[config.mk]
export PLATFORM = sky130hd
export DESIGN_NAME = dut_trig_hs
export DESIGN_NICKNAME = d
export VERILOG_FILES = /design/src/rtl/trig_hs_pkg.sv /design/src/rtl/trig_hs_sync.sv /design/src/rtl/trig_hs_shift.sv /design/src/rtl/trig_hs_ctrl.sv /design/src/rtl/dut_trig_hs.sv
export SDC_FILE = /design/constraint.sdc
export NUM_CORES = 1
export LEC_CHECK = 0
export CORE_ASPECT_RATIO = 1.5
export CORE_MARGIN = 1
export CORE_UTILIZATION = 52
export CTS_CLUSTER_SIZE = 40
export DETAILED_ROUTE_END_ITERATION = 10
export GPL_TIMING_DRIVEN = 0
export PLACE_DENSITY = 0.86
export SETUP_SLACK_MARGIN = 0.2
export SYNTH_ARGS = -nofsm -noshare
export SYNTH_HDL_FRONTEND = slang
export SYNTH_HIERARCHICAL = 1
export SYNTH_SLANG_ARGS = --single-unit
[constraint.sdc]
create_clock -name clk -period 3.2 [get_ports clk]
set_input_delay 0.64 -clock clk [delete_from_list [all_inputs] [get_ports clk]]
set_output_delay 0.64 -clock clk [all_outputs]
set_load 0.05 [all_outputs]
[src/rtl/trig_hs_pkg.sv]
package trig_hs_pkg;

  typedef enum logic [2:0] {
    ST_IDLE,
    ST_ATRIG,
    ST_AWAIT,
    ST_SPULSE,
    ST_SSHIFT
  } hs_state_e;

  // bit 1: synchronous protocol, bit 0: trigger number carried
  typedef enum logic [1:0] {
    MD_ASYNC     = 2'd0,
    MD_ASYNC_NUM = 2'd1,
    MD_SYNC      = 2'd2,
    MD_SYNC_NUM  = 2'd3
  } hs_mode_e;

endpackage

[src/rtl/trig_hs_sync.sv]
module trig_hs_sync #(
  parameter int W      = 2,
  parameter int STAGES = 2
) (
  input  logic         clk,
  input  logic         rst,
  input  logic [W-1:0] d,
  output logic [W-1:0] q
);

  for (genvar s = 0; s < STAGES; s++) begin : g_st
    logic [W-1:0] r;
    if (s == 0) begin : g_first
      always_ff @(posedge clk) begin
        if (rst) r <= '0;
        else     r <= d;
      end
    end else begin : g_next
      always_ff @(posedge clk) begin
        if (rst) r <= '0;
        else     r <= g_st[s-1].r;
      end
    end
  end

  assign q = g_st[STAGES-1].r;

endmodule

[src/rtl/trig_hs_shift.sv]
module trig_hs_shift #(
  parameter int W = 32
) (
  input  logic         clk,
  input  logic         rst,
  input  logic         load,
  input  logic [W-1:0] load_val,
  input  logic         shift_en,
  output logic         bit_out,
  output logic         done
);

  localparam int CW = $clog2(W + 1);

  logic [W-1:0]  sr;
  logic [CW-1:0] cnt;

  always_ff @(posedge clk) begin
    if (rst) begin
      sr  <= '0;
      cnt <= '0;
    end else if (load) begin
      sr  <= load_val;
      cnt <= '0;
    end else if (shift_en && !done) begin
      sr  <= sr >> 1;
      cnt <= cnt + CW'(1);
    end
  end

  assign bit_out = sr[0];
  assign done    = (cnt == CW'(W));

  AST_CNT_LIMIT: assert property (@(posedge clk) disable iff (rst)
    cnt <= CW'(W));

endmodule

[src/rtl/trig_hs_ctrl.sv]
module trig_hs_ctrl
  import trig_hs_pkg::*;
(
  input  logic       clk,
  input  logic       rst,
  input  logic [1:0] mode_sel,
  input  logic       trig_req,
  input  logic       run_start,
  input  logic       busy_s,
  input  logic       dclk_s,
  input  logic       done,
  input  logic       bit_out,
  output logic       load,
  output logic       shift_en,
  output logic       trig_out,
  output logic       sync_out,
  output logic       veto
);

  hs_state_e state, state_n;
  hs_mode_e  mode_r;
  logic      dclk_q;
  logic      t0_pend;
  logic      accept;
  logic      t0_fire;
  logic      toggle;

  assign toggle  = dclk_s ^ dclk_q;
  assign accept  = (state == ST_IDLE) && trig_req && !busy_s;
  assign t0_fire = (state == ST_IDLE) && (run_start || t0_pend) && mode_sel[1];

  always_comb begin
    state_n  = state;
    load     = 1'b0;
    shift_en = 1'b0;
    unique case (state)
      ST_IDLE: begin
        if (accept) begin
          load    = 1'b1;
          state_n = mode_sel[1] ? ST_SPULSE : ST_ATRIG;
        end
      end
      ST_ATRIG: begin
        if (busy_s) state_n = ST_AWAIT;
      end
      ST_AWAIT: begin
        if (mode_r == MD_ASYNC_NUM && toggle && !done) shift_en = 1'b1;
        if (!busy_s && (mode_r == MD_ASYNC || done)) state_n = ST_IDLE;
      end
      ST_SPULSE: begin
        if (mode_r == MD_SYNC_NUM) begin
          shift_en = 1'b1;
          state_n  = ST_SSHIFT;
        end else begin
          state_n  = ST_IDLE;
        end
      end
      ST_SSHIFT: begin
        if (done) state_n = ST_IDLE;
        else      shift_en = 1'b1;
      end
      default: state_n = ST_IDLE;
    endcase
  end

  always_ff @(posedge clk) begin
    if (rst) begin
      state    <= ST_IDLE;
      mode_r   <= MD_ASYNC;
      dclk_q   <= 1'b0;
      t0_pend  <= 1'b0;
      trig_out <= 1'b0;
      sync_out <= 1'b0;
      veto     <= 1'b0;
    end else begin
      state  <= state_n;
      dclk_q <= dclk_s;
      if (load) mode_r <= hs_mode_e'(mode_sel);
      t0_pend  <= (state != ST_IDLE) && (t0_pend || run_start);
      trig_out <= accept || ((state == ST_ATRIG) && !busy_s);
      if (shift_en)
        sync_out <= bit_out;
      else if (!(state == ST_AWAIT && state_n == ST_AWAIT))
        sync_out <= t0_fire;
      veto <= (state_n != ST_IDLE) || busy_s;
    end
  end

  AST_TRIG_VETOED: assert property (@(posedge clk) disable iff (rst)
    trig_out |-> veto);

  AST_ASYNC_HOLD: assert property (@(posedge clk) disable iff (rst)
    (trig_out && !mode_r[1] && !busy_s) |=> trig_out);

  AST_SYNC_ONE_CYCLE: assert property (@(posedge clk) disable iff (rst)
    (trig_out && mode_r[1]) |=> !trig_out);

  AST_RISE_NOT_BUSY: assert property (@(posedge clk) disable iff (rst)
    $rose(trig_out) |-> !$past(busy_s));

endmodule

[src/rtl/dut_trig_hs.sv]
module dut_trig_hs #(
  parameter int NUM_W       = 32,
  parameter int SYNC_STAGES = 2
) (
  input  logic             clk,
  input  logic             rst,
  input  logic [1:0]       mode_sel,
  input  logic             trig_req,
  input  logic [NUM_W-1:0] trig_num,
  input  logic             run_start,
  input  logic             dut_busy,
  input  logic             dut_clk,
  output logic             trig_out,
  output logic             sync_out,
  output logic             veto
);

  logic busy_s, dclk_s;
  logic load, shift_en, bit_out, done;

  trig_hs_sync #(.W(2), .STAGES(SYNC_STAGES)) u_sync (
    .clk (clk),
    .rst (rst),
    .d   ({dut_clk, dut_busy}),
    .q   ({dclk_s, busy_s})
  );

  trig_hs_shift #(.W(NUM_W)) u_shift (
    .clk      (clk),
    .rst      (rst),
    .load     (load),
    .load_val (trig_num),
    .shift_en (shift_en),
    .bit_out  (bit_out),
    .done     (done)
  );

  trig_hs_ctrl u_ctrl (
    .clk       (clk),
    .rst       (rst),
    .mode_sel  (mode_sel),
    .trig_req  (trig_req),
    .run_start (run_start),
    .busy_s    (busy_s),
    .dclk_s    (dclk_s),
    .done      (done),
    .bit_out   (bit_out),
    .load      (load),
    .shift_en  (shift_en),
    .trig_out  (trig_out),
    .sync_out  (sync_out),
    .veto      (veto)
  );

endmodule

==> impl_metrics.ini, run 1 <==
[route]
post_dr_vias_cell = 5.711
iteration_0_drc_count_of_the_detailed_router = 98
highest_layer = met4
finalWirelength_um = 5775
detailedRoute.firstPassIterationCount = 4
routed_wire_length_per_instance_um = 13.25
drc = 0
drt-met1-wl_um = 2618
dr_total_vias = 2490
drt.antenna.violating_nets = 0
route.met2.wl_um = 2913
met3WireLength_um = 185

[grt]
grt.overflow.total = 0
grt_use_total_pct = 23.29
grt_max_degree = 16
initial_antenna_violation_count = 0
grt_pass1_wl_um = 9915
first_global_vias = 2351

[sta]
setup_viol = 0
finalHoldViolations = 0
finClkSkew_ps = 8.267
max_freq_mhz = 366.1
rsz0062_at_grt = no
relSlewSlack_pct = 64.96
worstMarginPinSlew_ps = 525.6
timing.final.crit_share_pct = 85.35
time_the_final_worst_path_needs_with_i_o_delays_and_setup_ps = 2731
slew_violations = 0
hold-worst-slack_ps = 442.7

[hold_path]
min_delay_path_depth = 1
min_from = u_sync/g_st[0].r[0]$_SDFF_PP0_
min_path_type = reg -> reg

[status]
run_status = finished clean

[cts]
post_cts_hold_buffer_count = 0
cts_made_buffers = 5
clock-root-buffer = sky130_fd_sc_hd__clkbuf_8
ctsHtreeMaxLevel = 2
clk_pin_slew_ps = 90
worst_skew_pair.late_latency_ps = 300
cts-root-to-sink-buffers = 2
clock_tree_from_tritoncts = yes
clock-sinks = 52

[placed_design]
globalplace.congestion = 0.7767
port-buffer-count = 42
dp_hpwl_um = 4099
place.detailed.instances = 428

[floorplan]
fp.dieH_um = 89.58
rows = 31
placeableCoreArea_um2 = 4887
starting_density_of_the_core_pct = 54.40
floorplan.die_area_um2 = 5409
io_pins = 43
die_w_um = 60.39

[power]
vdd_ir_drop_max_mv = 0.3457
p_leak_nw = 1.414
power_density_over_the_cells_nw_per_um2 = 447.7
totalPowerFinal_mw = 1.478

[worst_setup_path]
cp_data_required_time_ps = 3390
crit_path_max_fanout = 10
worstPathArrival_ps = 2920
crit_end = u_shift/sr[17]$_SDFFE_PP0P_
crit_type = reg -> reg
r2r_cells = 12
reg2reg_setup_slack_ps = 470
critical_path.startpoint = u_shift/cnt[2]$_SDFFE_PP0P_
timing.critical_path.to_type = register
source_of_the_worst_register_to_register_timing_path = u_shift/cnt[2]$_SDFFE_PP0P_
rr_endpoint = u_shift/sr[17]$_SDFFE_PP0P_
worst_setup_path_start_kind = register

[final_layout]
finalNetCount = 411
synthToLayoutAreaGrowth_pct = 24.19
share_of_the_core_filled_with_cells_pct = 67.56
antenna_cells = 0
post_route_cells_drive_above_1_share_pct = 6.757
final_cell_count_no_fill = 436

[logic_synthesis]
synthesis.nets = 362
synth_top_area_share_pct = 39.15
synth_top_cell_by_area = sky130_fd_sc_hd__dfxtp_1
avgSynthCellArea_um2 = 8.309
synth_cell_type_count = 42
synthesis.area_um2 = 2659
yosys_warnings = 6
cells_after_synthesis = 320
synth-seq-cells = 52
ys_top_cells_by_area = sky130_fd_sc_hd__dfxtp_1, sky130_fd_sc_hd__o311a_1, sky130_fd_sc_hd__o211ai_1
synth.yosys.seq_area_share_pct = 39.15

[flow_run]
max-cap-violations = 0
-- final cells by class --
| type | count | area [µm²] |
|---|---|---|
| Buffer | 34 | 172.7 |
| Clock buffer | 7 | 96.34 |
| Clock inverter | 1 | 30.03 |
| Fill cell | 435 | 1585 |
| Inverter | 39 | 146.4 |
| Multi-Input combinational cell | 195 | 1313 |
| Sequential cell | 52 | 1041 |
| Tap cell | 66 | 82.58 |
| Timing Repair Buffer | 42 | 420.4 |
-- cell families (layout without fill, tap and decap cells) --
| logic type | count (synthesis) | after routing | share of synthesized area, % |
|---|---|---|---|
| AOI/OAI and AO/OA | 111 | 111 | 31.77 |
| xor gates and xnor gates | 3 | 3 | 0.9884 |
| adders and majority gates | 2 | 2 | 0.9410 |
| buffers and inverters | 73 | 123 | 11.58 |
| DFF | 52 | 52 | 39.15 |
| muxes | 4 | 4 | 1.506 |
| and+or+nand+nor | 75 | 75 | 14.07 |
-- worst max-delay path, stage by stage, from the launching register on --
cell and delay [ps]:
sky130_fd_sc_hd__dfxtp_1 360, sky130_fd_sc_hd__or3b_1 370, sky130_fd_sc_hd__buf_2 170, sky130_fd_sc_hd__clkbuf_2 200
sky130_fd_sc_hd__nor2_2 240, sky130_fd_sc_hd__nor3_1 90, sky130_fd_sc_hd__and3_4 180, sky130_fd_sc_hd__nand2b_1 140
sky130_fd_sc_hd__clkbuf_4 190, sky130_fd_sc_hd__o21a_1 120, sky130_fd_sc_hd__buf_6 130, sky130_fd_sc_hd__buf_6 140
sky130_fd_sc_hd__o311a_1 290
-- registers in the layout, indices dropped and copies added, names as in the netlist --
register         count
u_shift/sr          32
u_shift/cnt          6
u_ctrl/state         3
u_ctrl/mode_r        2
u_sync/g_st.r        2
u_sync/q             2
u_ctrl/dclk_q        1
u_ctrl/sync_out      1
u_ctrl/t0_pend       1
u_ctrl/trig_out      1
u_ctrl/veto          1
-- layout by cell type, fill, tap and decap left out, drive strengths merged, types with 3 or more instances in the layout --
cell type	count
xor2	3
nor2b	5
dfxtp	52
o311a	32
nand2	8
clkbuf	32
clkdlybuf4s50	42
buf	9
a21oi	31
o211ai	32
inv	39
nor3	9
mux2i	4
nor2	38
-- synth_stat cells (all sizes together) --
library cell  count
dfxtp            52
inv              39
nor2             38
o211ai           32
o311a            32
a21oi            31
clkbuf           25
buf               9
nor3              9
nand2             8
nor2b             5
mux2i             4
xor2              3
a211oi            2
a21boi            2
and3              2
ha                2
nand2b            2
nand4             2
o21ai             2
a2111oi           1
a211o             1
a221o             1
a31o              1
a31oi             1
and3b             1
nand3             1
nand3b            1
nor4              1
nor4b             1
nor4bb            1
o2111ai           1
o21a              1
o22ai             1
o31ai             1
o41ai             1
or2               1
or3               1
or3b              1
-- stage by stage --
| stage | setup WS [ps] | TNS (ps) | area (µm²) |
|---|---|---|---|
| detailed placement | -61.18 | -731.5 | 3162 |
| CTS | 219.6 | 0 | 3291 |
| global route | 261.1 | 0 | 3302 |
| floorplan | 486.8 | 0 | 2659 |
| global placement | -1.841 | -4.830 | 3162 |
| finish | 468.9 | 0 | 3302 |
-- layer usage --
layer  track usage, %  up-vias
met1            27.50     1172
met4            6.342        0
met2            42.86       61
met3            3.295        6
met5                0        -
li1                 -     1251
-- repair_timing --
| item | CTS | global route |
|---|---|---|
| setup buffers | 0 | 0 |
| pin swaps | 0 | 1 |
| setup endpoints to repair | 37 | 35 |
| gates resized for setup | 2 | 11 |
-- how the worst min path moves through the flow --
stage                                  end  slack [ps]
CTS                 u_sync/q[0]$_SDFF_PP0_         450
detailed placement  u_sync/q[0]$_SDFF_PP0_         430
finish              u_sync/q[0]$_SDFF_PP0_         440
global placement    u_sync/q[1]$_SDFF_PP0_         420
global route        u_sync/q[0]$_SDFF_PP0_         460
floorplan           u_sync/q[0]$_SDFF_PP0_         410
-- power breakdown --
| part | internal (mW) | switching, mW | total [mW] |
|---|---|---|---|
| combinational | 0.130 | 0.135 | 0.265 |
| clock | 0.276 | 0.207 | 0.483 |
| sequential | 0.701 | 0.0293 | 0.730 |
| total | 1.11 | 0.372 | 1.48 |
Power figures use the tool's default switching activity.
==> run 2: changes to the inputs <==
--- a/config.mk
+++ b/config.mk
@@ -12,7 +12,7 @@
 export DETAILED_ROUTE_END_ITERATION = 10
 export GPL_TIMING_DRIVEN = 0
 export PLACE_DENSITY = 0.86
-export SETUP_SLACK_MARGIN = 0.2
+export SETUP_SLACK_MARGIN = 0.3
 export SYNTH_ARGS = -nofsm -noshare
 export SYNTH_HDL_FRONTEND = slang
 export SYNTH_HIERARCHICAL = 1
==> results of run 2 <==
Same layout as run 1 (identical final DEF). Status: finished clean.
Main changes from that run: number of gates resized after CTS 2 -> 4; wire length of the first global-routing pass 9915 µm -> 9908 µm; overall routing resource usage 23.29% -> 23.26%; met1 usage 27.50% -> 27.41%
